==> src/rtl/sw_pkg.sv <==
package sw_pkg;
  typedef enum logic [2:0] {
    ST_IDLE, ST_CMD, ST_ADDR, ST_FILL, ST_DATA, ST_WR_EXT, ST_RD_WAIT, ST_TX
  } sw_state_e;

  localparam logic [2:0] OP_STORE = 3'b000;
  localparam logic [2:0] OP_LOAD  = 3'b001;
endpackage

==> src/rtl/sw_line_rx.sv <==
module sw_line_rx #(
  parameter int FILT_LEN = 3,
  parameter int CNT_W    = 10
) (
  input  logic             clk,
  input  logic             rst,
  input  logic             line_in,
  output logic             fall,
  output logic             rise,
  output logic [CNT_W-1:0] low_len,
  output logic [CNT_W-1:0] high_len
);
  localparam int FW = $clog2(FILT_LEN + 1);
  localparam logic [CNT_W-1:0] CMAX = '1;

  logic [1:0]    sync_q;
  logic [FW-1:0] fcnt;
  logic          filt, filt_q;

  always_ff @(posedge clk) begin
    if (rst) sync_q <= 2'b11;
    else     sync_q <= {sync_q[0], line_in};
  end

  always_ff @(posedge clk) begin
    if (rst) begin
      fcnt   <= '0;
      filt   <= 1'b1;
      filt_q <= 1'b1;
    end else begin
      filt_q <= filt;
      if (sync_q[1] != filt) begin
        if (fcnt == FW'(FILT_LEN - 1)) begin
          filt <= sync_q[1];
          fcnt <= '0;
        end else begin
          fcnt <= fcnt + 1'b1;
        end
      end else begin
        fcnt <= '0;
      end
    end
  end

  always_ff @(posedge clk) begin
    if (rst) begin
      low_len  <= '0;
      high_len <= '0;
    end else if (filt) begin
      low_len <= '0;
      if (high_len != CMAX) high_len <= high_len + 1'b1;
    end else begin
      high_len <= '0;
      if (low_len != CMAX) low_len <= low_len + 1'b1;
    end
  end

  assign fall = filt_q & ~filt;
  assign rise = ~filt_q & filt;

  assert_pulse_len_R4: assert property (@(posedge clk) disable iff (rst)
    rise |-> (low_len != '0));
endmodule

==> src/rtl/sw_pwm_tx.sv <==
module sw_pwm_tx #(
  parameter int DATA_W    = 8,
  parameter int ONE_LOW   = 5,
  parameter int ZERO_LOW  = 20,
  parameter int BIT_LEN   = 40
) (
  input  logic              clk,
  input  logic              rst,
  input  logic              go,
  input  logic [DATA_W-1:0] data,
  output logic              oe,
  output logic              busy,
  output logic              done
);
  localparam int IW = $clog2(DATA_W + 1);
  localparam int CW = $clog2(BIT_LEN + 1);

  logic            active;
  logic [IW-1:0]   idx;
  logic [CW-1:0]   cyc;
  logic [DATA_W:0] sh;

  always_ff @(posedge clk) begin
    if (rst) begin
      active <= 1'b0;
      idx    <= '0;
      cyc    <= '0;
      sh     <= '0;
      done   <= 1'b0;
    end else begin
      done <= 1'b0;
      if (go && !active) begin
        active <= 1'b1;
        idx    <= '0;
        cyc    <= '0;
        sh     <= {1'b0, data};
      end else if (active) begin
        if (cyc == CW'(BIT_LEN - 1)) begin
          cyc <= '0;
          sh  <= {sh[DATA_W-1:0], 1'b0};
          if (idx == IW'(DATA_W)) begin
            active <= 1'b0;
            done   <= 1'b1;
          end else begin
            idx <= idx + 1'b1;
          end
        end else begin
          cyc <= cyc + 1'b1;
        end
      end
    end
  end

  assign oe   = active && (cyc < (sh[DATA_W] ? CW'(ONE_LOW) : CW'(ZERO_LOW)));
  assign busy = active;

  assert_reply_starts_low_R10: assert property (@(posedge clk) disable iff (rst)
    (go && !active) |=> (active && oe));
endmodule

==> src/rtl/sw_pwm_slave.sv <==
module sw_pwm_slave
  import sw_pkg::*;
#(
  parameter int DATA_W      = 8,
  parameter int ADDR_W      = 8,
  parameter int FILT_LEN    = 3,
  parameter int BIT_THRESH  = 12,
  parameter int START_MIN   = 40,
  parameter int IDLE_MIN    = 60,
  parameter int TIMEOUT     = 300,
  parameter int TX_ONE_LOW  = 5,
  parameter int TX_ZERO_LOW = 20,
  parameter int TX_BIT_LEN  = 40
) (
  input  logic                clk,
  input  logic                rst,
  input  logic                line_in,
  output logic                line_oe,
  output logic                reg_we,
  output logic                reg_re,
  output logic [ADDR_W-2:0]   reg_addr,
  output logic [DATA_W-1:0]   reg_wdata,
  input  logic [DATA_W-1:0]   reg_rdata,
  output logic                ext_req,
  output logic                ext_we,
  output logic [ADDR_W-2:0]   ext_addr,
  output logic [DATA_W-1:0]   ext_wdata,
  input  logic                ext_ack,
  input  logic [DATA_W-1:0]   ext_rdata
);
  localparam int LOC_W = ADDR_W - 1;
  localparam int SH_W  = (ADDR_W > DATA_W) ? ADDR_W : DATA_W;
  localparam int BCW   = $clog2(SH_W + 1);
  localparam int CNT_W = $clog2(TIMEOUT + START_MIN + IDLE_MIN + 2);
  localparam logic [CNT_W-1:0] CMAX = '1;

  sw_state_e         state;
  logic              fall, rise, bit_val, armed, is_rd, wait_low, in_frame, stalled;
  logic [CNT_W-1:0]  low_len, high_len, tmo_cnt;
  logic [BCW-1:0]    bit_cnt;
  logic [SH_W-1:0]   sh, nxt;
  logic [ADDR_W-1:0] loc_q;
  logic [DATA_W-1:0] tx_data;
  logic              tx_go, tx_oe, tx_busy, tx_done;

  sw_line_rx #(.FILT_LEN(FILT_LEN), .CNT_W(CNT_W)) u_rx (
    .clk(clk), .rst(rst), .line_in(line_in),
    .fall(fall), .rise(rise), .low_len(low_len), .high_len(high_len)
  );

  sw_pwm_tx #(.DATA_W(DATA_W), .ONE_LOW(TX_ONE_LOW), .ZERO_LOW(TX_ZERO_LOW),
              .BIT_LEN(TX_BIT_LEN)) u_tx (
    .clk(clk), .rst(rst), .go(tx_go), .data(tx_data),
    .oe(tx_oe), .busy(tx_busy), .done(tx_done)
  );

  assign bit_val  = (low_len < CNT_W'(BIT_THRESH));
  assign nxt      = {sh[SH_W-2:0], bit_val};
  assign in_frame = (state == ST_CMD) || (state == ST_ADDR) ||
                    (state == ST_FILL) || (state == ST_DATA);
  assign stalled  = in_frame && !fall && (tmo_cnt == CNT_W'(TIMEOUT - 1));

  always_ff @(posedge clk) begin
    if (rst) begin
      tmo_cnt <= '0;
    end else if (fall || state == ST_IDLE) begin
      tmo_cnt <= '0;
    end else if (tmo_cnt != CMAX) begin
      tmo_cnt <= tmo_cnt + 1'b1;
    end
  end

  always_ff @(posedge clk) begin
    if (rst) begin
      state     <= ST_IDLE;
      armed     <= 1'b0;
      is_rd     <= 1'b0;
      wait_low  <= 1'b0;
      bit_cnt   <= '0;
      sh        <= '0;
      loc_q     <= '0;
      tx_data   <= '0;
      tx_go     <= 1'b0;
      reg_we    <= 1'b0;
      reg_re    <= 1'b0;
      reg_addr  <= '0;
      reg_wdata <= '0;
      ext_req   <= 1'b0;
      ext_we    <= 1'b0;
      ext_addr  <= '0;
      ext_wdata <= '0;
      line_oe   <= 1'b0;
    end else begin
      reg_we  <= 1'b0;
      tx_go   <= 1'b0;
      line_oe <= wait_low | tx_oe;
      if (stalled) begin
        state <= ST_IDLE;
        armed <= 1'b0;
      end else begin
        case (state)
          ST_IDLE: begin
            if (fall) armed <= (high_len >= CNT_W'(IDLE_MIN));
            if (rise) begin
              armed <= 1'b0;
              if (armed && low_len >= CNT_W'(START_MIN)) begin
                state   <= ST_CMD;
                bit_cnt <= '0;
              end
            end
          end
          ST_CMD: if (rise) begin
            sh <= nxt;
            if (bit_cnt == BCW'(2)) begin
              bit_cnt <= '0;
              if (nxt[2:0] == OP_STORE) begin
                state <= ST_ADDR;
                is_rd <= 1'b0;
              end else if (nxt[2:0] == OP_LOAD) begin
                state <= ST_ADDR;
                is_rd <= 1'b1;
              end else begin
                state <= ST_IDLE;
              end
            end else begin
              bit_cnt <= bit_cnt + 1'b1;
            end
          end
          ST_ADDR: if (rise) begin
            sh <= nxt;
            if (bit_cnt == BCW'(ADDR_W - 1)) begin
              bit_cnt <= '0;
              loc_q   <= nxt[ADDR_W-1:0];
              if (is_rd) begin
                state    <= ST_RD_WAIT;
                wait_low <= 1'b1;
                if (nxt[ADDR_W-1]) begin
                  ext_req  <= 1'b1;
                  ext_we   <= 1'b0;
                  ext_addr <= nxt[LOC_W-1:0];
                end else begin
                  reg_re   <= 1'b1;
                  reg_addr <= nxt[LOC_W-1:0];
                end
              end else begin
                state <= ST_FILL;
              end
            end else begin
              bit_cnt <= bit_cnt + 1'b1;
            end
          end
          ST_FILL: if (rise) begin
            state <= bit_val ? ST_IDLE : ST_DATA;
          end
          ST_DATA: if (rise) begin
            sh <= nxt;
            if (bit_cnt == BCW'(DATA_W - 1)) begin
              bit_cnt <= '0;
              if (loc_q[ADDR_W-1]) begin
                ext_req   <= 1'b1;
                ext_we    <= 1'b1;
                ext_addr  <= loc_q[LOC_W-1:0];
                ext_wdata <= nxt[DATA_W-1:0];
                state     <= ST_WR_EXT;
              end else begin
                reg_we    <= 1'b1;
                reg_addr  <= loc_q[LOC_W-1:0];
                reg_wdata <= nxt[DATA_W-1:0];
                state     <= ST_IDLE;
              end
            end else begin
              bit_cnt <= bit_cnt + 1'b1;
            end
          end
          ST_WR_EXT: if (ext_ack) begin
            ext_req <= 1'b0;
            ext_we  <= 1'b0;
            state   <= ST_IDLE;
          end
          ST_RD_WAIT: begin
            if (loc_q[ADDR_W-1]) begin
              if (ext_ack) begin
                ext_req <= 1'b0;
                tx_data <= ext_rdata;
                tx_go   <= 1'b1;
                state   <= ST_TX;
              end
            end else if (reg_re) begin
              reg_re <= 1'b0;
            end else begin
              tx_data <= reg_rdata;
              tx_go   <= 1'b1;
              state   <= ST_TX;
            end
          end
          ST_TX: begin
            if (tx_busy) wait_low <= 1'b0;
            if (tx_done) begin
              state <= ST_IDLE;
              armed <= 1'b0;
            end
          end
          default: state <= ST_IDLE;
        endcase
      end
    end
  end

  assert_quiet_in_frame_R12: assert property (@(posedge clk) disable iff (rst)
    in_frame |-> !line_oe);
  assert_wait_pull_R9: assert property (@(posedge clk) disable iff (rst)
    (state == ST_RD_WAIT) |=> line_oe);
  assert_req_hold_R7: assert property (@(posedge clk) disable iff (rst)
    (ext_req && !ext_ack) |=> (ext_req && $stable(ext_addr) && $stable(ext_we)));
  assert_write_pulse_R6: assert property (@(posedge clk) disable iff (rst)
    reg_we |=> !reg_we);
  assert_read_pulse_R13: assert property (@(posedge clk) disable iff (rst)
    reg_re |=> !reg_re);
  assert_one_port_R7: assert property (@(posedge clk) disable iff (rst)
    !(reg_we && reg_re) && !(ext_req && (reg_we || reg_re)));
endmodule

==> config.mk <==
export PLATFORM = sky130hd
export DESIGN_NAME = sw_pwm_slave
export DESIGN_NICKNAME = d
export VERILOG_FILES = /design/src/rtl/sw_pkg.sv /design/src/rtl/sw_line_rx.sv /design/src/rtl/sw_pwm_tx.sv /design/src/rtl/sw_pwm_slave.sv
export SDC_FILE = /design/constraint.sdc
export NUM_CORES = 1
export LEC_CHECK = 0
export ABC_CLOCK_PERIOD_IN_PS = 2150
export BUFFER_PORTS_ARGS = -buffer_cell sky130_fd_sc_hd__buf_2
export CAP_MARGIN = 10
export CORE_ASPECT_RATIO = 0.6
export CORE_UTILIZATION = 53
export DETAILED_ROUTE_END_ITERATION = 10
export PLACE_DENSITY_LB_ADDON = 0.12
export SYNTH_ARGS = -nofsm -noshare
export SYNTH_HDL_FRONTEND = slang
export SYNTH_SLANG_ARGS = --single-unit
export TNS_END_PERCENT = 100
==> constraint.sdc <==
create_clock -name clk -period 2.15 [get_ports clk]
set_input_delay 0.215 -clock clk [delete_from_list [all_inputs] [get_ports clk]]
set_output_delay 0.215 -clock clk [all_outputs]
set_load 0.01 [all_outputs]
* After elaboration in Yosys (flattened, before gate mapping)
Index checks and enable logic that the tools add are counted.
** Storage, ports and cells
- Bits in registers :: 123
- Input bits :: 20
** Cells by class
- Add/sub/neg operators :: 7
- Equal/unequal tests :: 43
- Bitwise logic cells :: 15
- Mux-type cells :: 93
- Magnitude comparators :: 4
- Reductions and logical operators :: 53
** Operators by type and width (count)
- $mux W7 :: 14
- $mux W3 :: 17
- $mux W8 :: 6
- $mux W1 :: 37
- $ne A2 B2 Y1 const B :: 14
- $pmux W7 S2 :: 2
- $add A9 B1 Y9 const B :: 3
- $ne A9 B9 Y1 const B :: 3
- $mux W4 :: 6
- $pmux W3 S8 :: 1
- $reduce_and A10 Y1 :: 2
- $ge A9 B6 Y1 const B :: 2
- $reduce_and A9 Y1 :: 2
- $ne A2 B1 Y1 const B :: 8
- $reduce_and A5 Y1 :: 3
- $reduce_bool A2 Y1 :: 7
- $reduce_and A13 Y1 :: 1
- $eq A3 B3 Y1 const B :: 4
- $not A1 Y1 :: 12
- $pmux W4 S3 :: 1
- $reduce_and A6 Y1 :: 2
- $reduce_or A2 Y1 :: 6
- $eq A9 B9 Y1 const B :: 1
- $lt A9 B4 Y1 const B :: 1
- other kinds (34) :: 60

* Depth between registers and ports, before layout
- Depth in word-level cells :: 8
- Mapped depth :: 11

* By module
A second synthesis with hierarchy kept.
** Unflattened totals
- Cells, all modules :: 628
- Area, all modules :: 5764.3 sq um
** Modules (own cells, without submodules)
- sw_pwm_slave :: times used 1, cells each 402, seq. area each 1561.5 sq um, area an instance 3694.8 sq um
- sw_pwm_tx :: times used 1, cells each 119, seq. area each 420.4 sq um, area an instance 1036.0 sq um
- sw_line_rx :: times used 1, cells each 107, seq. area each 480.5 sq um, area an instance 1033.5 sq um

* Worst setup path after synthesis
No wires, ideal clock.
- Path kind :: register -> register
- Start :: register u_rx.filt
- End :: register reg_addr[0]
- Setup time :: 121 ps
- Buffers on the path :: 1
- Data required time :: 2029 ps
- Path slack :: -70 ps
- Data arrival time :: 2099 ps
- Stages on the path, launching flop included :: 9
- Clock period less this slack :: 2220 ps
- Cell sequence :: dfxtp_1 -> inv_1 -> ha_1 -> or4b_4 -> nor3_4 -> a211oi_2 -> o21a_1 -> buf_6 -> mux2_4
** Between the ends
- Longest elaborated chain between the ends :: 7
- Elaborated cells on any way between the ends :: 10
** RTL lines
- start, declared :: line sw_line_rx.sv:18 : logic filt, filt_q;
- start signal, assigned :: line sw_line_rx.sv:34 : filt <= sync_q[1];
- $not A1 Y1 :: line sw_line_rx.sv:58 : assign fall = filt_q & ~filt;
- $and A1 B1 Y1 :: line sw_line_rx.sv:58
- $logic_not A1 Y1 :: line sw_pwm_slave.sv:61 : assign stalled = in_frame && !fall && (tmo_cnt == CNT_W'(TIMEOUT - 1));
- $logic_and A1 B1 Y1 (2 in a row) :: line sw_pwm_slave.sv:61
- $not A1 Y1 (no source line)
- $reduce_and A9 Y1 (no source line) (*)
- end signal, assigned :: line sw_pwm_slave.sv:143 : reg_addr <= nxt[LOC_W-1:0];
- end signal, assigned :: line sw_pwm_slave.sv:167 : reg_addr <= loc_q[LOC_W-1:0];
- end, declared :: line sw_pwm_slave.sv:21 : output logic [ADDR_W-2:0] reg_addr,
Mark *: on every way between the ends. The rest lies on a longest branch, timed or not.
A chain may end at the register's enable or synchronous reset.

* Worst setup path after layout
- Start :: register u_rx.filt
- End :: register reg_wdata[7]
** Between the ends
- Longest elaborated chain between the ends :: 7
- Elaborated cells on any way between the ends :: 8
** RTL lines
- $not A1 Y1 :: line sw_line_rx.sv:58
- $and A1 B1 Y1 :: line sw_line_rx.sv:58
- $logic_not A1 Y1 :: line sw_pwm_slave.sv:61
- $logic_and A1 B1 Y1 (2 in a row) :: line sw_pwm_slave.sv:61
- $not A1 Y1 (no source line)
- $reduce_and A5 Y1 (no source line) (*)
- end signal, assigned :: line sw_pwm_slave.sv:168 : reg_wdata <= nxt[DATA_W-1:0];
- end, declared :: line sw_pwm_slave.sv:22 : output logic [DATA_W-1:0] reg_wdata,
Marked as above.

==> out/results.txt <==
Status -> finished, final reports clean
Final Skew -> 0.00913 ns
H-tree levels -> 4
Share of cells above drive strength 1 -> 22.1%
Worst-margin pin slew -> 0.556 ns
Starting Density -> 56.1%
Routed vias/inst -> 5.49
Post-DR wirelength/cell -> 14.9 um
Total Power -> 4.91 mW
Area Overhead vs Synth -> 20.8%
Unique masters post-synth -> 66
CP top delay family -> simple AND/OR/NAND/NOR gates
Final wirelength -> 12.7 mm
Gate Count Post-Synth -> 626
I/O Pins -> 55
Final min period -> 2.10 ns
Crit-path slowest cell -> or4b_4
Worst min path class -> input pin to flop
Final hold violation count -> 0
Syn Nets -> 662
Antenna Cells -> 0
CP max stage delay -> 0.56 ns
Clock share of power -> 51.5%
Peak VDD IR -> 0.000538 V
Die Height -> 82.3 um
Max Cap Viol -> 0
Root buffer cell -> clkbuf_16
Initial DRC Count -> 300
Synthesized cell area -> 5700 um2
Final setup fails -> 0
Critical Path RT -> 2.44 ns
Met3 routed WL -> 777 um
Placed wire-length estimate -> 8.99 mm
Slew headroom -> 62.9%
Setup crit start kind -> flop
Critical path capture point type -> flop
1st-pass router iterations -> 5
Post-synth EDFFs -> 0
Met2 WL -> 5.38 mm
Met1 WL -> 6.38 mm
Placer Congestion -> 0.852
Fraction of registers with async set/reset -> 0%
Top post-synthesis cells by count -> dfxtp_1, nor2_1, nand2_1, mux2i_1, a21oi_1
Final core occ -> 67.7%
Psw -> 1.12 mW
DRC violations left -> 0
Clock Latency Late Sink -> 0.41 ns
CP max FO -> 9
RSZ-0062 raised after global routing -> yes
Crit path buf inv count -> 1
Int Power -> 3.79 mW
Final cell count without fillers -> 851
First-pass GRT wire length -> 20.7 mm
CTS Buf Count -> 17
Grt ovf -> 0
Die X -> 136 um
Worst-path clk slew -> 0.06 ns
CP Cell Sequence -> inv_2 -> ha_4 -> or4b_4 -> or3_4 -> and3_4 -> mux2i_2 -> nor2_1
Max-slew violation count -> 0
Cell with the most instances after synthesis -> dfxtp_1
Yosys top cell area share -> 43.2%
Yosys warnings -> 0
Vias in the first global route -> 4279
Antenna violations before repair -> 0
Die area -> 11200 um2
Top_reg_cell synth -> dfxtp_1
Core footprint -> 10200 um2
Power Density -> 714 nW/um2
FF+latch count, synth -> 123
Leak -> 2.82 nW
Largest net degree at the start of global routing -> 31
Via count -> 4670
Fmax -> 475 MHz
Port Buffers -> 54
Worst R2R Path Depth -> 7
Crit path kind -> flop to flop
Post-synthesis sequential area ratio -> 43.2%
Syn_area_per_cell -> 9.10 um2
Max clock buf depth -> 2
Hold path depth -> 3
Post-route antenna net violation count -> 0
Worst Path Arrival -> 2.39 ns
Largest cells by area after synthesis -> dfxtp_1, mux2i_1, nor2_1
Switching Share -> 22.8%
Synth area leader -> dfxtp_1
CTS Sinks -> 123
Final period utilization -> 97.9%
Placed cells -> 816
CTS tree -> built
DR top layer -> met4
GRT Overall Usage -> 24.1%
# rows -> 28
Comb power frac -> 1.8%
Stages on the worst setup path -> 7
Nets -> 739
Flop pwr share -> 46.7%
==> through the flow <==
| step | TNS [ns] | cell area [um2] | hold WS [ns] | worst slack (ns) |
|---|---|---|---|---|
| after CTS | -0.0218 | 6800 | 0.142 | -0.00787 |
| after detailed placement | -1.35 | 6230 | 0.408 | -0.103 |
| after global placement | -0.810 | 6230 | 0.397 | -0.0617 |
| final | 0 | 6880 | 0.151 | 0.0458 |
| after floorplan | 0 | 5700 | 0.319 | 0.0202 |
| after global routing | -0.0561 | 6880 | 0.162 | -0.0265 |
==> kinds of logic after synthesis <==
kind of cell    after synthesis  synth area share, %
compound gates               86                 10.5
mux                          64                 12.0
fa+ha+maj                    16                 3.51
flops                       123                 43.2
simple gates                261                 22.6
buf+inv                      48                 3.84
xor+xnor                     28                 4.31
==> state kept, by name, indices dropped and copies added, names as in the netlist, 8 cells and up <==
name           cells
ext_wdata          8
loc_q              8
reg_wdata          8
tmo_cnt            9
tx_data            8
u_rx.high_len      9
u_rx.low_len       9
u_tx.sh            9
==> tightest hold or removal path: stages <==
cell and delay (ns):
buf_2 0.09, mux2i_1 0.11, a211oi_1 0.08
==> cell type report <==
| cell class | count | area, um2 |
|---|---|---|
| clock buffers | 18 | 429 |
| clock inverters | 14 | 100 |
| fillers | 808 | 3280 |
| inverters | 17 | 63.8 |
| multi-input cells | 455 | 3100 |
| flip-flops and latches | 123 | 2470 |
| well taps | 135 | 169 |
| repair buffers | 89 | 548 |
==> power by group through the flow <==
stage | logic (mW) | clock network, mW | registers, mW
6_report | 0.0887 | 2.53 | 2.29
5_1_grt | 0.0987 | 2.68 | 2.29
4_1_cts | 0.0885 | 2.57 | 2.29
3_5_place_dp | 0.0868 | 0 | 2.34
3_3_place_gp | 0.0844 | 0 | 2.34
2_1_floorplan | 0.0537 | 0 | 2.34
==> worst paths after layout <==
path / slack (ns) / start / to
max: 0.05 / u_rx.filt / reg_wdata[7]
min: 0.15 / reg_rdata[6] / tx_data[6]
max reg2reg: 0.05 / u_rx.filt / reg_wdata[7]
min reg2reg: 0.42 / u_rx.fcnt[0] / u_rx.fcnt[0]
==> metal layers <==
layer	vias to the layer above	global-route usage, %
met5	-	0
met4	0	9.89
met3	17	5.37
met2	150	36.5
met1	2172	33.2
li1	2331	-
==> layout by cell type, fill, tap and decap left out, types with 8 or more instances in the layout <==
cell / n
dfxtp_1: 120
nor2_1: 111
nand2_1: 55
buf_2: 54
mux2i_1: 47
buf_4: 33
a21oi_1: 24
xor2_1: 19
clkbuf_16: 17
inv_1: 15
ha_1: 15
nand3_1: 13
o21ai_0: 13
nand4_1: 11
nor2b_1: 11
xnor2_1: 9
a211oi_1: 9
a311oi_1: 8
mux2_4: 8
==> timing repair <==
action	4_1_cts	5_1_grt
pin swaps	2	10
hold buffers	1	0
gates resized for setup	7	13
buffers inserted	0	2
endpoints found under the setup margin	32	46
gates cloned	0	0
endpoints found under the hold margin	1	0
Power figures use the tool's default switching activity.
